===== config.mk =====
export PLATFORM = sky130hd
export DESIGN_NAME = sdram_cmd_monitor
export DESIGN_NICKNAME = d
export VERILOG_FILES = /design/src/rtl/sdr_mon_pkg.sv /design/src/rtl/sdr_cmd_decode.sv /design/src/rtl/sdr_bank_track.sv /design/src/rtl/sdr_bus_track.sv /design/src/rtl/sdr_viol_arbiter.sv /design/src/rtl/sdram_cmd_monitor.sv
export SDC_FILE = /design/constraint.sdc
export NUM_CORES = 1
export LEC_CHECK = 0
export ABC_AREA = 1
export BUFFER_PORTS_ARGS = -buffer_cell sky130_fd_sc_hd__buf_4
export CORE_MARGIN = 4
export CORE_UTILIZATION = 49
export DETAILED_ROUTE_END_ITERATION = 10
export SYNTH_ARGS = -nofsm -noshare
export SYNTH_HDL_FRONTEND = slang
export SYNTH_SLANG_ARGS = --single-unit

===== constraint.sdc =====
create_clock -name clk -period 3.5 [get_ports clk]
set_clock_uncertainty 0.05 [all_clocks]
set_input_delay 1.05 -clock clk [delete_from_list [all_inputs] [get_ports clk]]
set_output_delay 1.05 -clock clk [all_outputs]
set_load 0.02 [all_outputs]

===== src/rtl/sdr_mon_pkg.sv =====
package sdr_mon_pkg;

  typedef enum logic [2:0] {
    OP_NOP, OP_ACT, OP_RD, OP_WR, OP_PRE, OP_REF, OP_MRS
  } sdr_op_e;

  localparam int CODE_W = 4;
  localparam int RULE_N = 1 << CODE_W;
  typedef logic [RULE_N-1:0] rule_vec_t;

  // rule codes; lower value has higher report priority
  localparam logic [CODE_W-1:0] RULE_TRCD     = 4'd1;
  localparam logic [CODE_W-1:0] RULE_TRP      = 4'd2;
  localparam logic [CODE_W-1:0] RULE_TRAS_MIN = 4'd3;
  localparam logic [CODE_W-1:0] RULE_TRAS_MAX = 4'd4;
  localparam logic [CODE_W-1:0] RULE_TRC      = 4'd5;
  localparam logic [CODE_W-1:0] RULE_TRRD     = 4'd6;
  localparam logic [CODE_W-1:0] RULE_TWR      = 4'd7;
  localparam logic [CODE_W-1:0] RULE_TMRD     = 4'd8;
  localparam logic [CODE_W-1:0] RULE_CLOSED   = 4'd9;
  localparam logic [CODE_W-1:0] RULE_REOPEN   = 4'd10;

  function automatic sdr_op_e decode_op(input logic cs_n, input logic ras_n,
                                        input logic cas_n, input logic we_n);
    sdr_op_e r;
    r = OP_NOP;
    if (!cs_n) begin
      case ({ras_n, cas_n, we_n})
        3'b011:  r = OP_ACT;
        3'b101:  r = OP_RD;
        3'b100:  r = OP_WR;
        3'b010:  r = OP_PRE;
        3'b001:  r = OP_REF;
        3'b000:  r = OP_MRS;
        default: r = OP_NOP;
      endcase
    end
    return r;
  endfunction

  // gap is the distance in cycles from the earlier event
  function automatic logic too_soon(input int unsigned gap, input int unsigned floor_cyc);
    return gap < floor_cyc;
  endfunction

  function automatic int unsigned sat_step(input int unsigned v, input int unsigned top);
    return (v >= top) ? top : v + 1;
  endfunction

endpackage


===== src/rtl/sdr_cmd_decode.sv =====
module sdr_cmd_decode
  import sdr_mon_pkg::*;
#(
  parameter int NUM_BANKS = 4,
  parameter int BA_W      = $clog2(NUM_BANKS)
) (
  input  logic                 cs_n,
  input  logic                 ras_n,
  input  logic                 cas_n,
  input  logic                 we_n,
  input  logic [BA_W-1:0]      ba,
  input  logic                 a10,
  output sdr_op_e              op,
  output logic [NUM_BANKS-1:0] bank_sel,
  output logic                 pre_all
);

  assign op      = decode_op(cs_n, ras_n, cas_n, we_n);
  assign pre_all = (op == OP_PRE) && a10;

  for (genvar g = 0; g < NUM_BANKS; g++) begin : g_sel
    assign bank_sel[g] = (ba == BA_W'(g));
  end

endmodule


===== src/rtl/sdr_bank_track.sv =====
module sdr_bank_track
  import sdr_mon_pkg::*;
#(
  parameter int TRCD_CYC     = 2,
  parameter int TRP_CYC      = 2,
  parameter int TRAS_CYC     = 6,
  parameter int TRAS_MAX_CYC = 13334,
  parameter int TRC_CYC      = 8,
  parameter int TWR_CYC      = 2
) (
  input  logic      clk,
  input  logic      rst_n,
  input  sdr_op_e   op,
  input  logic      sel,
  input  logic      pre_all,
  output rule_vec_t rules
);

  localparam int ACT_TOP = (TRAS_MAX_CYC + 2 > TRC_CYC) ? TRAS_MAX_CYC + 2 : TRC_CYC;
  localparam int PRE_TOP = TRP_CYC;
  localparam int WR_TOP  = TWR_CYC;
  localparam int TOP_MAX = (ACT_TOP > PRE_TOP) ? ((ACT_TOP > WR_TOP) ? ACT_TOP : WR_TOP)
                                               : ((PRE_TOP > WR_TOP) ? PRE_TOP : WR_TOP);
  localparam int CW      = $clog2(TOP_MAX + 1);

  logic          open_q;
  logic [CW-1:0] act_cnt, pre_cnt, wr_cnt;

  // named events for this bank
  logic do_act, do_col, do_wr, do_pre, overrun;
  assign do_act  = sel && (op == OP_ACT);
  assign do_col  = sel && ((op == OP_RD) || (op == OP_WR));
  assign do_wr   = sel && (op == OP_WR) && open_q;
  assign do_pre  = (op == OP_PRE) && (sel || pre_all);
  assign overrun = open_q && (act_cnt == CW'(TRAS_MAX_CYC + 1));

  always_comb begin
    rules                = '0;
    rules[RULE_TRCD]     = do_col && open_q && too_soon(32'(act_cnt), TRCD_CYC);
    rules[RULE_CLOSED]   = do_col && !open_q;
    rules[RULE_TRP]      = do_act && too_soon(32'(pre_cnt), TRP_CYC);
    rules[RULE_TRC]      = do_act && too_soon(32'(act_cnt), TRC_CYC);
    rules[RULE_REOPEN]   = do_act && open_q;
    rules[RULE_TRAS_MIN] = do_pre && open_q && too_soon(32'(act_cnt), TRAS_CYC);
    rules[RULE_TWR]      = do_pre && open_q && too_soon(32'(wr_cnt), TWR_CYC);
    rules[RULE_TRAS_MAX] = overrun;
  end

  always_ff @(posedge clk or negedge rst_n) begin
    if (!rst_n) begin
      open_q  <= 1'b0;
      act_cnt <= CW'(ACT_TOP);
      pre_cnt <= CW'(PRE_TOP);
      wr_cnt  <= CW'(WR_TOP);
    end else begin
      act_cnt <= do_act ? CW'(1) : CW'(sat_step(32'(act_cnt), ACT_TOP));
      pre_cnt <= do_pre ? CW'(1) : CW'(sat_step(32'(pre_cnt), PRE_TOP));
      wr_cnt  <= do_wr  ? CW'(1) : CW'(sat_step(32'(wr_cnt), WR_TOP));
      if (do_act)      open_q <= 1'b1;
      else if (do_pre) open_q <= 1'b0;
    end
  end

  p_act_opens_r10: assert property (@(posedge clk) disable iff (!rst_n)
    do_act |=> open_q);

  p_pre_closes_r13: assert property (@(posedge clk) disable iff (!rst_n)
    do_pre |=> !open_q);

  p_overrun_once_r5: assert property (@(posedge clk) disable iff (!rst_n)
    rules[RULE_TRAS_MAX] |=> !rules[RULE_TRAS_MAX]);

  p_col_after_act_r2: assert property (@(posedge clk) disable iff (!rst_n)
    (do_act && TRCD_CYC > 1) |=> (!do_col || rules[RULE_TRCD]));

endmodule


===== src/rtl/sdr_bus_track.sv =====
module sdr_bus_track
  import sdr_mon_pkg::*;
#(
  parameter int NUM_BANKS = 4,
  parameter int BA_W      = $clog2(NUM_BANKS),
  parameter int TRRD_CYC  = 2,
  parameter int TMRD_CYC  = 2
) (
  input  logic            clk,
  input  logic            rst_n,
  input  sdr_op_e         op,
  input  logic [BA_W-1:0] ba,
  output rule_vec_t       rules
);

  localparam int TOP_MAX = (TRRD_CYC > TMRD_CYC) ? TRRD_CYC : TMRD_CYC;
  localparam int CW      = $clog2(TOP_MAX + 1);

  logic [CW-1:0]   act_gap, mrs_gap;
  logic [BA_W-1:0] last_bank;

  logic any_act, any_mrs, any_cmd;
  assign any_act = (op == OP_ACT);
  assign any_mrs = (op == OP_MRS);
  assign any_cmd = (op != OP_NOP);

  always_comb begin
    rules             = '0;
    rules[RULE_TRRD]  = any_act && (ba != last_bank) && too_soon(32'(act_gap), TRRD_CYC);
    rules[RULE_TMRD]  = any_cmd && too_soon(32'(mrs_gap), TMRD_CYC);
  end

  always_ff @(posedge clk or negedge rst_n) begin
    if (!rst_n) begin
      act_gap   <= CW'(TRRD_CYC);
      mrs_gap   <= CW'(TMRD_CYC);
      last_bank <= '0;
    end else begin
      act_gap <= any_act ? CW'(1) : CW'(sat_step(32'(act_gap), TRRD_CYC));
      mrs_gap <= any_mrs ? CW'(1) : CW'(sat_step(32'(mrs_gap), TMRD_CYC));
      if (any_act) last_bank <= ba;
    end
  end

  p_mode_gap_r9: assert property (@(posedge clk) disable iff (!rst_n)
    (any_mrs && TMRD_CYC > 1) |=> (!any_cmd || rules[RULE_TMRD]));

  p_cross_bank_act_r7: assert property (@(posedge clk) disable iff (!rst_n)
    (any_act && TRRD_CYC > 1) |=> (!any_act || ba == $past(ba) || rules[RULE_TRRD]));

endmodule


===== src/rtl/sdr_viol_arbiter.sv =====
module sdr_viol_arbiter
  import sdr_mon_pkg::*;
#(
  parameter int NUM_BANKS = 4,
  parameter int BA_W      = $clog2(NUM_BANKS)
) (
  input  logic                             clk,
  input  logic                             rst_n,
  input  logic                             clear,
  input  logic [NUM_BANKS-1:0][RULE_N-1:0] bank_rules,
  input  rule_vec_t                        bus_rules,
  input  logic [BA_W-1:0]                  cmd_bank,
  output logic                             pulse,
  output logic                             flag,
  output logic [CODE_W-1:0]                code,
  output logic [BA_W-1:0]                  bank
);

  logic              any_hit;
  logic [CODE_W-1:0] pick_code;
  logic [BA_W-1:0]   pick_bank;

  // code-major, bank-minor priority scan
  always_comb begin
    any_hit   = 1'b0;
    pick_code = '0;
    pick_bank = '0;
    for (int c = 1; c < RULE_N; c++) begin
      for (int b = 0; b < NUM_BANKS; b++) begin
        if (!any_hit && (bank_rules[b][c] || (bus_rules[c] && cmd_bank == BA_W'(b)))) begin
          any_hit   = 1'b1;
          pick_code = CODE_W'(c);
          pick_bank = BA_W'(b);
        end
      end
    end
  end

  always_ff @(posedge clk or negedge rst_n) begin
    if (!rst_n) begin
      pulse <= 1'b0;
      flag  <= 1'b0;
      code  <= '0;
      bank  <= '0;
    end else begin
      pulse <= any_hit;
      if (any_hit && (!flag || clear)) begin
        flag <= 1'b1;
        code <= pick_code;
        bank <= pick_bank;
      end else if (clear) begin
        flag <= 1'b0;
        code <= '0;
        bank <= '0;
      end
    end
  end

  p_pulse_sets_flag_r12: assert property (@(posedge clk) disable iff (!rst_n)
    pulse |-> flag);

  p_first_holds_r12: assert property (@(posedge clk) disable iff (!rst_n)
    (flag && !clear) |=> ($stable(code) && $stable(bank) && flag));

  p_code_nonzero_r12: assert property (@(posedge clk) disable iff (!rst_n)
    flag |-> (code != '0));

  p_clear_empties_r12: assert property (@(posedge clk) disable iff (!rst_n)
    (clear && !any_hit) |=> !flag);

endmodule


===== src/rtl/sdram_cmd_monitor.sv =====
module sdram_cmd_monitor
  import sdr_mon_pkg::*;
#(
  parameter int NUM_BANKS    = 4,
  parameter int TRCD_CYC     = 2,
  parameter int TRP_CYC      = 2,
  parameter int TRAS_CYC     = 6,
  parameter int TRAS_MAX_CYC = 13334,
  parameter int TRC_CYC      = 8,
  parameter int TRRD_CYC     = 2,
  parameter int TWR_CYC      = 2,
  parameter int TMRD_CYC     = 2
) (
  input  logic                         clk,
  input  logic                         rst_n,
  input  logic                         cmd_cs_n,
  input  logic                         cmd_ras_n,
  input  logic                         cmd_cas_n,
  input  logic                         cmd_we_n,
  input  logic [$clog2(NUM_BANKS)-1:0] cmd_ba,
  input  logic                         cmd_a10,
  input  logic                         err_clear,
  output logic                         viol_pulse,
  output logic                         err_flag,
  output logic [3:0]                   err_code,
  output logic [$clog2(NUM_BANKS)-1:0] err_bank
);

  localparam int BA_W = $clog2(NUM_BANKS);

  sdr_op_e                          op;
  logic [NUM_BANKS-1:0]             bank_sel;
  logic                             pre_all;
  logic [NUM_BANKS-1:0][RULE_N-1:0] bank_rules;
  rule_vec_t                        bus_rules;

  sdr_cmd_decode #(.NUM_BANKS(NUM_BANKS), .BA_W(BA_W)) u_decode (
    .cs_n(cmd_cs_n), .ras_n(cmd_ras_n), .cas_n(cmd_cas_n), .we_n(cmd_we_n),
    .ba(cmd_ba), .a10(cmd_a10), .op(op), .bank_sel(bank_sel), .pre_all(pre_all)
  );

  for (genvar g = 0; g < NUM_BANKS; g++) begin : g_bank
    sdr_bank_track #(
      .TRCD_CYC(TRCD_CYC), .TRP_CYC(TRP_CYC), .TRAS_CYC(TRAS_CYC),
      .TRAS_MAX_CYC(TRAS_MAX_CYC), .TRC_CYC(TRC_CYC), .TWR_CYC(TWR_CYC)
    ) u_bank (
      .clk(clk), .rst_n(rst_n), .op(op), .sel(bank_sel[g]),
      .pre_all(pre_all), .rules(bank_rules[g])
    );
  end

  sdr_bus_track #(
    .NUM_BANKS(NUM_BANKS), .BA_W(BA_W), .TRRD_CYC(TRRD_CYC), .TMRD_CYC(TMRD_CYC)
  ) u_bus (
    .clk(clk), .rst_n(rst_n), .op(op), .ba(cmd_ba), .rules(bus_rules)
  );

  sdr_viol_arbiter #(.NUM_BANKS(NUM_BANKS), .BA_W(BA_W)) u_arb (
    .clk(clk), .rst_n(rst_n), .clear(err_clear),
    .bank_rules(bank_rules), .bus_rules(bus_rules), .cmd_bank(cmd_ba),
    .pulse(viol_pulse), .flag(err_flag), .code(err_code), .bank(err_bank)
  );

endmodule


Word-level counts from Yosys, hierarchy flattened
Index checks and enable logic that the tools add are counted.
{"block": "word_totals", "register_bits": 186, "in_bits": 10, "out_inout_bits": 8, "elab_cells": 424}
{"block": "op_classes", "addsub": 14, "magnitude_cmp": 36, "n_eq_ne": 18, "muxes": 163, "reduce_logical": 170}
{"operator": "14-bit two-way mux", "n": 24}
{"operator": "14-bit by 1-bit adder with 14-bit output, second input constant", "n": 12}
{"operator": "14-bit by 2-bit less-than comparator with 1-bit output, second input constant", "n": 12}
{"operator": "4-bit two-way mux", "n": 41}
{"operator": "14-bit by 2-bit >= comparator with 1-bit output, second input constant", "n": 8}
{"operator": "1-bit logical AND", "n": 112}
{"operator": "2-bit two-way mux", "n": 44}
{"operator": "14-bit == test, second input constant", "n": 4}
{"operator": "14-bit >= comparator, second input constant", "n": 4}
{"operator": "14-bit by 3-bit less-than comparator with 1-bit output, second input constant", "n": 4}
{"operator": "14-bit by 4-bit less-than comparator with 1-bit output, second input constant", "n": 4}
{"operator": "1-bit two-way mux", "n": 52}
{"operator": "1-bit logical NOT", "n": 44}
{"operator": "3-bit case mux with 6 select lines", "n": 1}
{"operator": "3-bit by 2-bit == test with 1-bit output, second input constant", "n": 4}
{"operator": "3-bit == test, second input constant", "n": 4}
{"operator": "2-bit nonzero test", "n": 5}
{"operator": "3-bit by 1-bit == test with 1-bit output, second input constant", "n": 2}
{"operator": "1-bit logical OR", "n": 6}
{"operator": "2-bit by 1-bit adder with 2-bit output, second input constant", "n": 2}
{"operator": "2-bit == test, second input constant", "n": 2}
{"operator": "2-bit >= comparator, second input constant", "n": 2}
{"operator": "2-bit less-than comparator, second input constant", "n": 2}
{"operator": "3-bit logical NOT", "n": 1}
{"operator": "5 further kinds", "n": 5}

Depth between registers and ports, before layout
Gate-level depths: netlist of the first run.
{"block": "logic_depth", "ltp_word": 128, "mapped_depth": 26, "depth_no_buf": 26}

By module
From an unflattened synthesis of the first run, not the netlist that was laid out.
{"block": "unflattened", "hier_cells": 1333, "area_unflattened_um2": 10654.0}
{"module": "sdr_bank_track", "instances": 4, "cells_each": 219, "area_each_um2": 2024.4, "seq_area_each_um2": 1084.8}
{"module": "sdr_viol_arbiter", "instances": 1, "cells_each": 389, "area_each_um2": 2059.5, "seq_area_each_um2": 200.2}
{"module": "sdr_bus_track", "instances": 1, "cells_each": 47, "area_each_um2": 397.9, "seq_area_each_um2": 152.6}
{"module": "sdr_cmd_decode", "instances": 1, "cells_each": 21, "area_each_um2": 98.8, "seq_area_each_um2": 0.0}

Worst setup path after synthesis of the first run
OpenSTA, ideal clock, no wires.
{"block": "synth_timing", "path_kind": "in2reg", "from": "input port cmd_ras_n", "to": "register u_arb.bank[0]", "setup_time_ns": 0.118, "arrival_time_ns": 3.154, "t_required_ns": 3.332, "setup_slack_ns": 0.178, "path_stages": 24, "cell_sequence": "nor2_2 nand3_1 a21oi_1 inv_1 nor2_1 inv_1 nor3_1 inv_1 nand2_1 nor2_1 nand4_1 nor2_1 nand4_1 nor2_1 nand2_1 nand3_1 nor2_1 nand4_1 nor2_1 nand2_1 nor2_1 nand2_1 nand2_1 nand2_1"}
{"block": "synth_via", "elab_chain_cells": 128, "word_cells_on_any_way": 238}
{"element": "from (decl)", "line": "sdram_cmd_monitor.sv:17", "text": "input logic cmd_ras_n,"}
{"element": "3-bit by 1-bit == test with 1-bit output, or another cell as far along", "line": "sdr_mon_pkg.sv:28", "text": "case ({ras_n, cas_n, we_n})"}
{"element": "3-bit case mux with 6 select lines (*)", "line": "sdr_mon_pkg.sv:28"}
{"element": "3-bit two-way mux (*)", "line": "sdr_mon_pkg.sv:27", "text": "if (!cs_n) begin"}
{"element": "3-bit by 2-bit == test with 1-bit output", "line": "sdr_bank_track.sv:32", "text": "assign do_col = sel && ((op == OP_RD) || (op == OP_WR));"}
{"element": "1-bit logical OR", "line": "sdr_bank_track.sv:32"}
{"element": "1-bit logical AND", "line": "sdr_bank_track.sv:32"}
{"element": "1-bit logical AND (2 in a row)", "line": "sdr_bank_track.sv:39", "text": "rules[RULE_TRCD] = do_col && open_q && too_soon(32'(act_cnt), TRCD_CYC);"}
{"element": "1-bit two-way mux", "line": "sdr_viol_arbiter.sv:30", "text": "if (!any_hit && (bank_rules[b][c] || (bus_rules[c] && cmd_bank == BA_W'(b)))) begin"}
{"element": "[... 111 more ...]"}
{"element": "1-bit logical NOT", "line": "sdr_viol_arbiter.sv:30"}
{"element": "1-bit logical AND", "line": "sdr_viol_arbiter.sv:30"}
{"element": "1-bit two-way mux", "line": "sdr_viol_arbiter.sv:30"}
{"element": "1-bit logical NOT", "line": "sdr_viol_arbiter.sv:30"}
{"element": "1-bit logical AND", "line": "sdr_viol_arbiter.sv:30"}
{"element": "1-bit two-way mux", "line": "sdr_viol_arbiter.sv:30"}
{"element": "1-bit logical AND", "line": "sdr_viol_arbiter.sv:47", "text": "if (any_hit && (!flag || clear)) begin"}
{"element": "2-bit two-way mux or 2-bit nonzero test (tied branches)"}
{"element": "to (signal assigned)", "line": "sdr_viol_arbiter.sv:50", "text": "bank <= pick_bank;"}
{"element": "to (decl)", "line": "sdr_viol_arbiter.sv:16", "text": "output logic [BA_W-1:0] bank"}
Every way passes the cells marked *; elsewhere a longest branch is shown, timed or not.
A chain may end at the register's enable or synchronous reset.

Worst setup path after layout of the first run
Same ends and word-level chain as after synthesis.

==> metrics.log, run 1 <==
[metrics] Total Routed Length: 18,500 um
[metrics] final clock period utilization by the worst path: 97.4%
[metrics] kind of capture point of the worst setup path: flip-flop
[metrics] prevailing post-synth register cell: sky130_fd_sc_hd__dfrtp_1
[metrics] shortest clock period the worst path allows after layout: 3.41 ns
[metrics] DR top layer: met4
[metrics] setup slack after placement: -0.489 ns
[metrics] Synth top area share: 45.0%
[metrics] pin count of the biggest net entering global routing: 67
[metrics] largest stage delay on the critical path: 0.20 ns
[metrics] detailed-routed wire length on met2: 8510 um
[metrics] hold slack: 0.435 ns
[metrics] most used standard cell by instance count after synthesis: sky130_fd_sc_hd__nor2_1
[metrics] DRC marker count from the first detailed-route iteration: 333
[metrics] layout net count: 1,231
[metrics] top cell type by total area after synthesis: sky130_fd_sc_hd__dfrtp_1
[metrics] I/O pin count: 18
[metrics] count of buffers from port buffering: 17
[metrics] row cnt: 48
[metrics] floorplan die width: 141 um
[metrics] PnR worst setup slack: 0.0918 ns
[metrics] CP Data Required Time: 3.83 ns
[metrics] number of buffers on the longest clock path: 2
[metrics] synthesized area: 8680 um^2
[metrics] leading post-synthesis cells by instance count: sky130_fd_sc_hd__nor2_1, sky130_fd_sc_hd__dfrtp_1, sky130_fd_sc_hd__inv_1
[metrics] Clock Sink Count: 186
[metrics] sum of met3 wire segment lengths after detailed routing: 665 um
[metrics] final number of max-transition violations: 0
[metrics] core area: 17,300 um^2
[metrics] most prevalent standard cell on the critical path: sky130_fd_sc_hd__nand2_1
[metrics] portion of the post-synthesis area used by sequential elements: 54.1%
[metrics] post-synthesis async set-or-reset flop share: 100%
[metrics] number of antenna diodes: 0
[metrics] maxcap violations: 0
[metrics] gate count of the mapped netlist: 984
[metrics] upper clock frequency limit: 293 MHz
[metrics] post-detailed-placement half-perimeter wirelength: 14,000 um
[metrics] drc violations: 0
[metrics] final estimated routing congestion in global placement: 0.876
[metrics] worst slew slack as a fraction of its limit: 56.4%
[metrics] post-layout instance area: 10,900 um^2
[metrics] Critical Path Fanout Max: 4
[metrics] via count: 6,835
[metrics] clock input transition at the sequential cells of the worst setup and hold paths: 0.08 ns
[metrics] transition at the pin with the smallest max-transition slack: 0.649 ns
[metrics] final hold violation count: 0
[metrics] worst IR drop on VDD: 326 uV
[metrics] final setup fails: 0
[metrics] RSZ-0062 raised after global routing: yes
[metrics] worst hold path class: flip-flop to flip-flop
[metrics] static leakage: 5.27 nW
[metrics] wire length of the first global-routing pass: 31,600 um
[metrics] number of buffers added to fix hold violations after cts: 0
[metrics] largest cells by area after synthesis: sky130_fd_sc_hd__dfrtp_1, sky130_fd_sc_hd__dfstp_2, sky130_fd_sc_hd__nor2_1
[metrics] Avg Synthesized Cell Area: 8.82 um^2
[metrics] wire length per cell: 12.9 um
[metrics] overall power of the completed layout: 5.29 mW
[metrics] Crit path buffers/inverters: 4
[metrics] placed cell areas: 10,100 um^2
[metrics] library cell contributing the largest single delay on the critical path: sky130_fd_sc_hd__nor3_2
[metrics] number of antenna violations at the first check in global routing: 0
[metrics] count of different cell masters after synthesis: 43
[metrics] die area: 19,900 um^2
[metrics] height of the die: 141 um
[metrics] insertion delay of the later-clocked pin in the worst-skew pair: 0.45 ns
[metrics] number of enable-type register cells in the synthesized netlist: 0
[metrics] placed instance count: 1,397
[metrics] deepest level of the CTS H-tree: 4
[metrics] GRT Resource Usage Total: 20.0%
[metrics] startpoint kind of the worst setup timing path: input port
[metrics] count of antenna-violating nets left after detailed routing: 0
[metrics] routed length on met1: 8980 um
[metrics] overflow left after global routing: 0
[metrics] share of cells above drive strength 1: 19.2%
[metrics] Root Buffer Master: sky130_fd_sc_hd__clkbuf_16
[metrics] ratio of total power to cell area: 486 nW/um^2
[metrics] Avg Vias per Cell: 4.76
[metrics] vias in the first global route: 6,561
[metrics] #FFs+latches synth: 186
[metrics] WP data arrival: 3.74 ns
[metrics] post-route insts no fill: 1,435
[metrics] CP delay by family, top: simple AND/OR/NAND/NOR gates
[metrics] WS Path Type: input port to flip-flop
[metrics] layout overhead on the synthesized area: 25.4%
[metrics] clock buffer count from CTS: 17
[metrics] run status: finished clean
[metrics] TritonCTS clock tree: done
[metrics] 1st-pass router iterations: 5
[metrics] Initial Util: 50.2%
[metrics] yosys synthesis warning count: 0
layout by cell type, fill, tap and decap left out, types with 24 or more instances in the layout:
cell / instances
sky130_fd_sc_hd__nand4_1: 30
sky130_fd_sc_hd__dfrtp_1: 156
sky130_fd_sc_hd__nor3_1: 57
sky130_fd_sc_hd__ha_1: 24
sky130_fd_sc_hd__inv_1: 155
sky130_fd_sc_hd__o21ai_0: 28
sky130_fd_sc_hd__nand2_1: 120
sky130_fd_sc_hd__nand3_1: 38
sky130_fd_sc_hd__conb_1: 88
sky130_fd_sc_hd__nor2_1: 169
sky130_fd_sc_hd__dfstp_2: 30
sky130_fd_sc_hd__buf_4: 96
sky130_fd_sc_hd__a21oi_1: 29
layout make-up:
cell class	count	area, um^2
sequential	186	4690
timing repair buffer	107	867
clock inverter	15	205
tap	225	282
inverter	164	616
clock buffer	17	425
fill	1502	6410
multi-input combinational	721	3800
where the power goes:
group	internal, mW	total (mW)	leakage (nW)	switching, mW
clock network	0.999	2.00	0.306	1.01
registers	2.37	2.50	2.26	0.130
logic	0.284	0.778	2.70	0.494
total	3.66	5.29	5.27	1.63
final timing paths:
path | endpoint | cells past startpoint | start | slack (ns)
setup / recovery | u_arb.bank[0] | 28 | cmd_ras_n | 0.09
hold / removal | u_bus.mrs_gap[1] | 1 | u_bus.mrs_gap[0] | 0.44
setup reg to reg | u_arb.bank[0] | 27 | g_bank[2].u_bank.act_cnt[10] | 0.19
hold reg to reg | u_bus.mrs_gap[1] | 1 | u_bus.mrs_gap[0] | 0.44
max in group asynchronous | u_bus.act_gap[1] | 2 | rst_n | 2.05
min in group asynchronous | g_bank[3].u_bank.act_cnt[7] | 1 | rst_n | 0.52
registers in the layout (all words and copies together) (netlist names), 2 cells and up:
signal	count
g_bank.u_bank.pre_cnt	56
g_bank.u_bank.open_q	4
u_bus.last_bank	2
u_arb.code	4
u_bus.act_gap	2
g_bank.u_bank.act_cnt	56
g_bank.u_bank.wr_cnt	56
u_arb.bank	2
u_bus.mrs_gap	2
per-layer routing:
metal | up-vias | global-route usage [%]
met2 | 89 | 30.8
met3 | 26 | 4.44
met5 | - | 0
met1 | 3191 | 28.2
li1 | 3529 | -
met4 | 0 | 6.88
kinds of logic after synthesis:
group	synth area share, %
other	0.0432
XOR/XNOR	2.02
buffers and inverters	7.10
flip-flops	54.1
AND/OR/NAND/NOR	26.7
adder cells (fa/ha/maj)	3.46
AO/OA/AOI/OAI	6.59
per-stage QoR:
stage | setup TNS [ns] | utilization [%]
after floorplan | 0 | -
after global placement | -3.80 | 58.2
after detailed placement | -3.65 | 58.2
after CTS | 0 | 61.8
after global routing | -0.508 | 62.9
final | 0 | 62.9
repair_timing:
item	in CTS	in global routing
resized for setup	1	38
pin swaps	0	2
setup endpoints to repair	5	8
cloned	0	0
endpoints found under the hold margin	0	0
setup buffers	0	6
Note: power is estimated with default switching activity, not from simulation.
==> run 2: changes to the inputs <==
- CELL_PAD_IN_SITES_DETAIL_PLACEMENT: unset -> 2
- CELL_PAD_IN_SITES_GLOBAL_PLACEMENT: unset -> 2
- CORE_UTILIZATION: 49 -> 39
- PLACE_DENSITY_LB_ADDON: unset -> 0.1
==> run 2 against run 1 <==
Effect of this change:
- the run now ends with negative setup slack left
- core utilization is 11 points lower
- flip-flop and latch count stayed put
- maximum frequency is 17% lower
- critical path depth is 4 lower
- global-route usage is 12 points higher
==> metrics.log, run 2 (synthesis results as in run 1) <==
[metrics] static leakage: 5.41 nW (+2.7%)
[metrics] core area: 21,800 um^2 (+26%)
[metrics] number of buffers on the longest clock path: 2 (unchanged)
[metrics] Final Core Density: 51.9% (-11 points)
[metrics] wire length of the first global-routing pass: 59,100 um (+87%)
[metrics] layout overhead on the synthesized area: 30.4%
[metrics] TritonCTS clock tree: done
[metrics] Avg Vias per Cell: 5.69 (+19%)
[metrics] RSZ-0062 raised after global routing: yes
[metrics] WP data arrival: 4.48 ns (+0.74 ns)
[metrics] CP Data Required Time: 3.85 ns (+0.02 ns)
[metrics] number of buffers added to fix hold violations after cts: 0 (unchanged)
[metrics] failing checks: negative setup slack
[metrics] final setup fails: 8 (+8)
[metrics] WS Path Type: flip-flop to flip-flop
[metrics] die area: 24,700 um^2 (+24%)
[metrics] share of cells above drive strength 1: 23.0% (+3.9 points)
[metrics] wire length per cell: 29.3 um (+130%)
[metrics] Root Buffer Master: sky130_fd_sc_hd__clkbuf_16
[metrics] height of the die: 157 um (+11%)
[metrics] Clock Sink Count: 186 (unchanged)
[metrics] layout net count: 1,254 (+1.9%)
[metrics] I/O pin count: 18 (unchanged)
[metrics] number of antenna violations at the first check in global routing: 1 (+1)
[metrics] clock buffer count from CTS: 17 (unchanged)
[metrics] startpoint kind of the worst setup timing path: flip-flop
[metrics] Total Routed Length: 44,400 um (+140%)
[metrics] library cell contributing the largest single delay on the critical path: sky130_fd_sc_hd__dfrtp_1
[metrics] kind of capture point of the worst setup path: flip-flop
[metrics] most frequent cells in the layout: sky130_fd_sc_hd__nor2_1, sky130_fd_sc_hd__dfrtp_1, sky130_fd_sc_hd__inv_1, sky130_fd_sc_hd__buf_4, sky130_fd_sc_hd__nand2_1
[metrics] insertion delay of the later-clocked pin in the worst-skew pair: 0.47 ns (+0.02 ns)
[metrics] largest stage delay on the critical path: 0.59 ns (+0.39 ns)
[metrics] deepest level of the CTS H-tree: 4 (unchanged)
[metrics] worst hold path class: flip-flop to flip-flop
[metrics] 1st-pass router iterations: 5 (unchanged)
[metrics] overflow left after global routing: 0 (unchanged)
[metrics] vias in the first global route: 9,461 (+44%)
[metrics] final clock period utilization by the worst path: 118% (+21 points)
[metrics] PnR worst setup slack: -0.626 ns (-0.718 ns)
[metrics] Initial Util: 39.8% (-10 points)
[metrics] post-detailed-placement half-perimeter wirelength: 20,000 um (+43%)
[metrics] final estimated routing congestion in global placement: 0.875 (about the same)
[metrics] row cnt: 54 (+13%)
[metrics] run status: finished with violations
[metrics] overall power of the completed layout: 5.82 mW (+10%)
[metrics] Post-Route Setup TNS: -4.44 ns (-4.44 ns)
[metrics] placed cell areas: 10,100 um^2 (+0.53%)
[metrics] DRC marker count from the first detailed-route iteration: 724 (+120%)
[metrics] count of buffers from port buffering: 17 (unchanged)
[metrics] ratio of total power to cell area: 514 nW/um^2 (+5.9%)
[metrics] hold slack: 0.451 ns (+0.0152 ns)
[metrics] clock input transition at the sequential cells of the worst setup and hold paths: 0.09 ns (about the same)
[metrics] post-layout instance area: 11,300 um^2 (+4.0%)
[metrics] maxcap violations: 0 (unchanged)
[metrics] shortest clock period the worst path allows after layout: 4.13 ns (+0.718 ns)
[metrics] transition at the pin with the smallest max-transition slack: 1.02 ns (+0.373 ns)
[metrics] drc violations: 0 (unchanged)
[metrics] largest registers: g_bank.u_bank.act_cnt x56, g_bank.u_bank.pre_cnt x56, g_bank.u_bank.wr_cnt x56
[metrics] count of antenna-violating nets left after detailed routing: 0 (unchanged)
[metrics] Critical Path Fanout Max: 7 (+3)
[metrics] upper clock frequency limit: 242 MHz (-17%)
[metrics] final number of max-transition violations: 0 (unchanged)
[metrics] final hold violation count: 0 (unchanged)
[metrics] pin count of the biggest net entering global routing: 66 (-1.5%)
[metrics] floorplan die width: 157 um (+11%)
[metrics] list of cells traversed by the critical path: nor2_1, nand2_1, nor2_1, nand2_2, nor2_1, nor2_2, nand2_2, nor2_4, nand4_4, nor2_4, nand4_1, nor2_1, nand4_1, nor2_2, nand4_4, nor2_4, nand4_1, nor2_2, nand4_2, nor2_4, nand4_4, nand2_4, nand3_2, nand2_1
[metrics] worst IR drop on VDD: 338 uV (+3.8%)
[metrics] GRT Resource Usage Total: 32.1% (+12 points)
[metrics] leading cell type in the layout, fill and taps excluded: sky130_fd_sc_hd__nor2_1
[metrics] worst slew slack as a fraction of its limit: 31.0% (-25 points)
[metrics] via count: 8,618 (+26%)
-- run 2: cell count changes in the layout (fill, tap and decap cells not counted), moves of 6 or more --
cell | before | now
sky130_fd_sc_hd__nor2_4 | 8 | 15
sky130_fd_sc_hd__buf_4 | 96 | 115
sky130_fd_sc_hd__nand2_2 | 6 | 16
sky130_fd_sc_hd__nand3_2 | 2 | 8
sky130_fd_sc_hd__nand3_1 | 38 | 31
sky130_fd_sc_hd__nand2_1 | 120 | 109
-- run 2: what timing repair did --
item,CTS,global route
buffers inserted,20,12
pin swaps,26,37
resized for setup,52,36
setup endpoints to repair,7,8
-- run 2: final cells by class --
type	count	area (um^2)
clock inverter	15	200
tap	280	350
sequential	186	4690
clock buffer	17	425
fill	2358	10500
antenna	2	5.00
inverter	164	618
multi-input combinational	721	3960
timing repair buffer	130	1070
-- run 2: final timing paths --
path,startpoint,to,slack (ns),depth (start not counted)
max reg2reg,g_bank[3].u_bank.act_cnt[5],u_arb.code[2],-0.63,24
max in group asynchronous,rst_n,g_bank[0].u_bank.wr_cnt[1],2.01,2
max,g_bank[3].u_bank.act_cnt[5],u_arb.code[2],-0.63,24
min reg2reg,g_bank[0].u_bank.act_cnt[13],g_bank[0].u_bank.act_cnt[13],0.45,2
min in group asynchronous,rst_n,g_bank[2].u_bank.act_cnt[8],0.52,1
min,g_bank[0].u_bank.act_cnt[13],g_bank[0].u_bank.act_cnt[13],0.45,2
-- run 2: through the flow --
step,std cells,setup WS (ns)
global route,1514,-0.718
detailed placement,1450,-0.737
finish,1515,-0.626
floorplan,1071,0.178
global placement,1450,-0.661
CTS,1502,-0.229
-- run 2: report_power, final --
group | internal, mW | switching, mW
clock | 0.992 | 1.17
sequential | 2.37 | 0.215
combinational | 0.300 | 0.763
-- run 2: worst max-delay path: cells and delay by family (launching register included) --
family | cells | cell delay, ns
AND/OR/NAND/NOR | 24 | 3.43
flip-flops | 1 | 0.59
-- run 2: per-layer routing --
layer  wire, um  track usage [%]  share of wire (%)  vias to the layer above
met3       2420             5.00                5.5                      148
met1      17200             39.1                 39                     4470
met2      22600             57.0                 51                      429
met5          0                0                  0                        -
li1           -                -                  -                     3571
met4       2180             13.3                4.9                        0
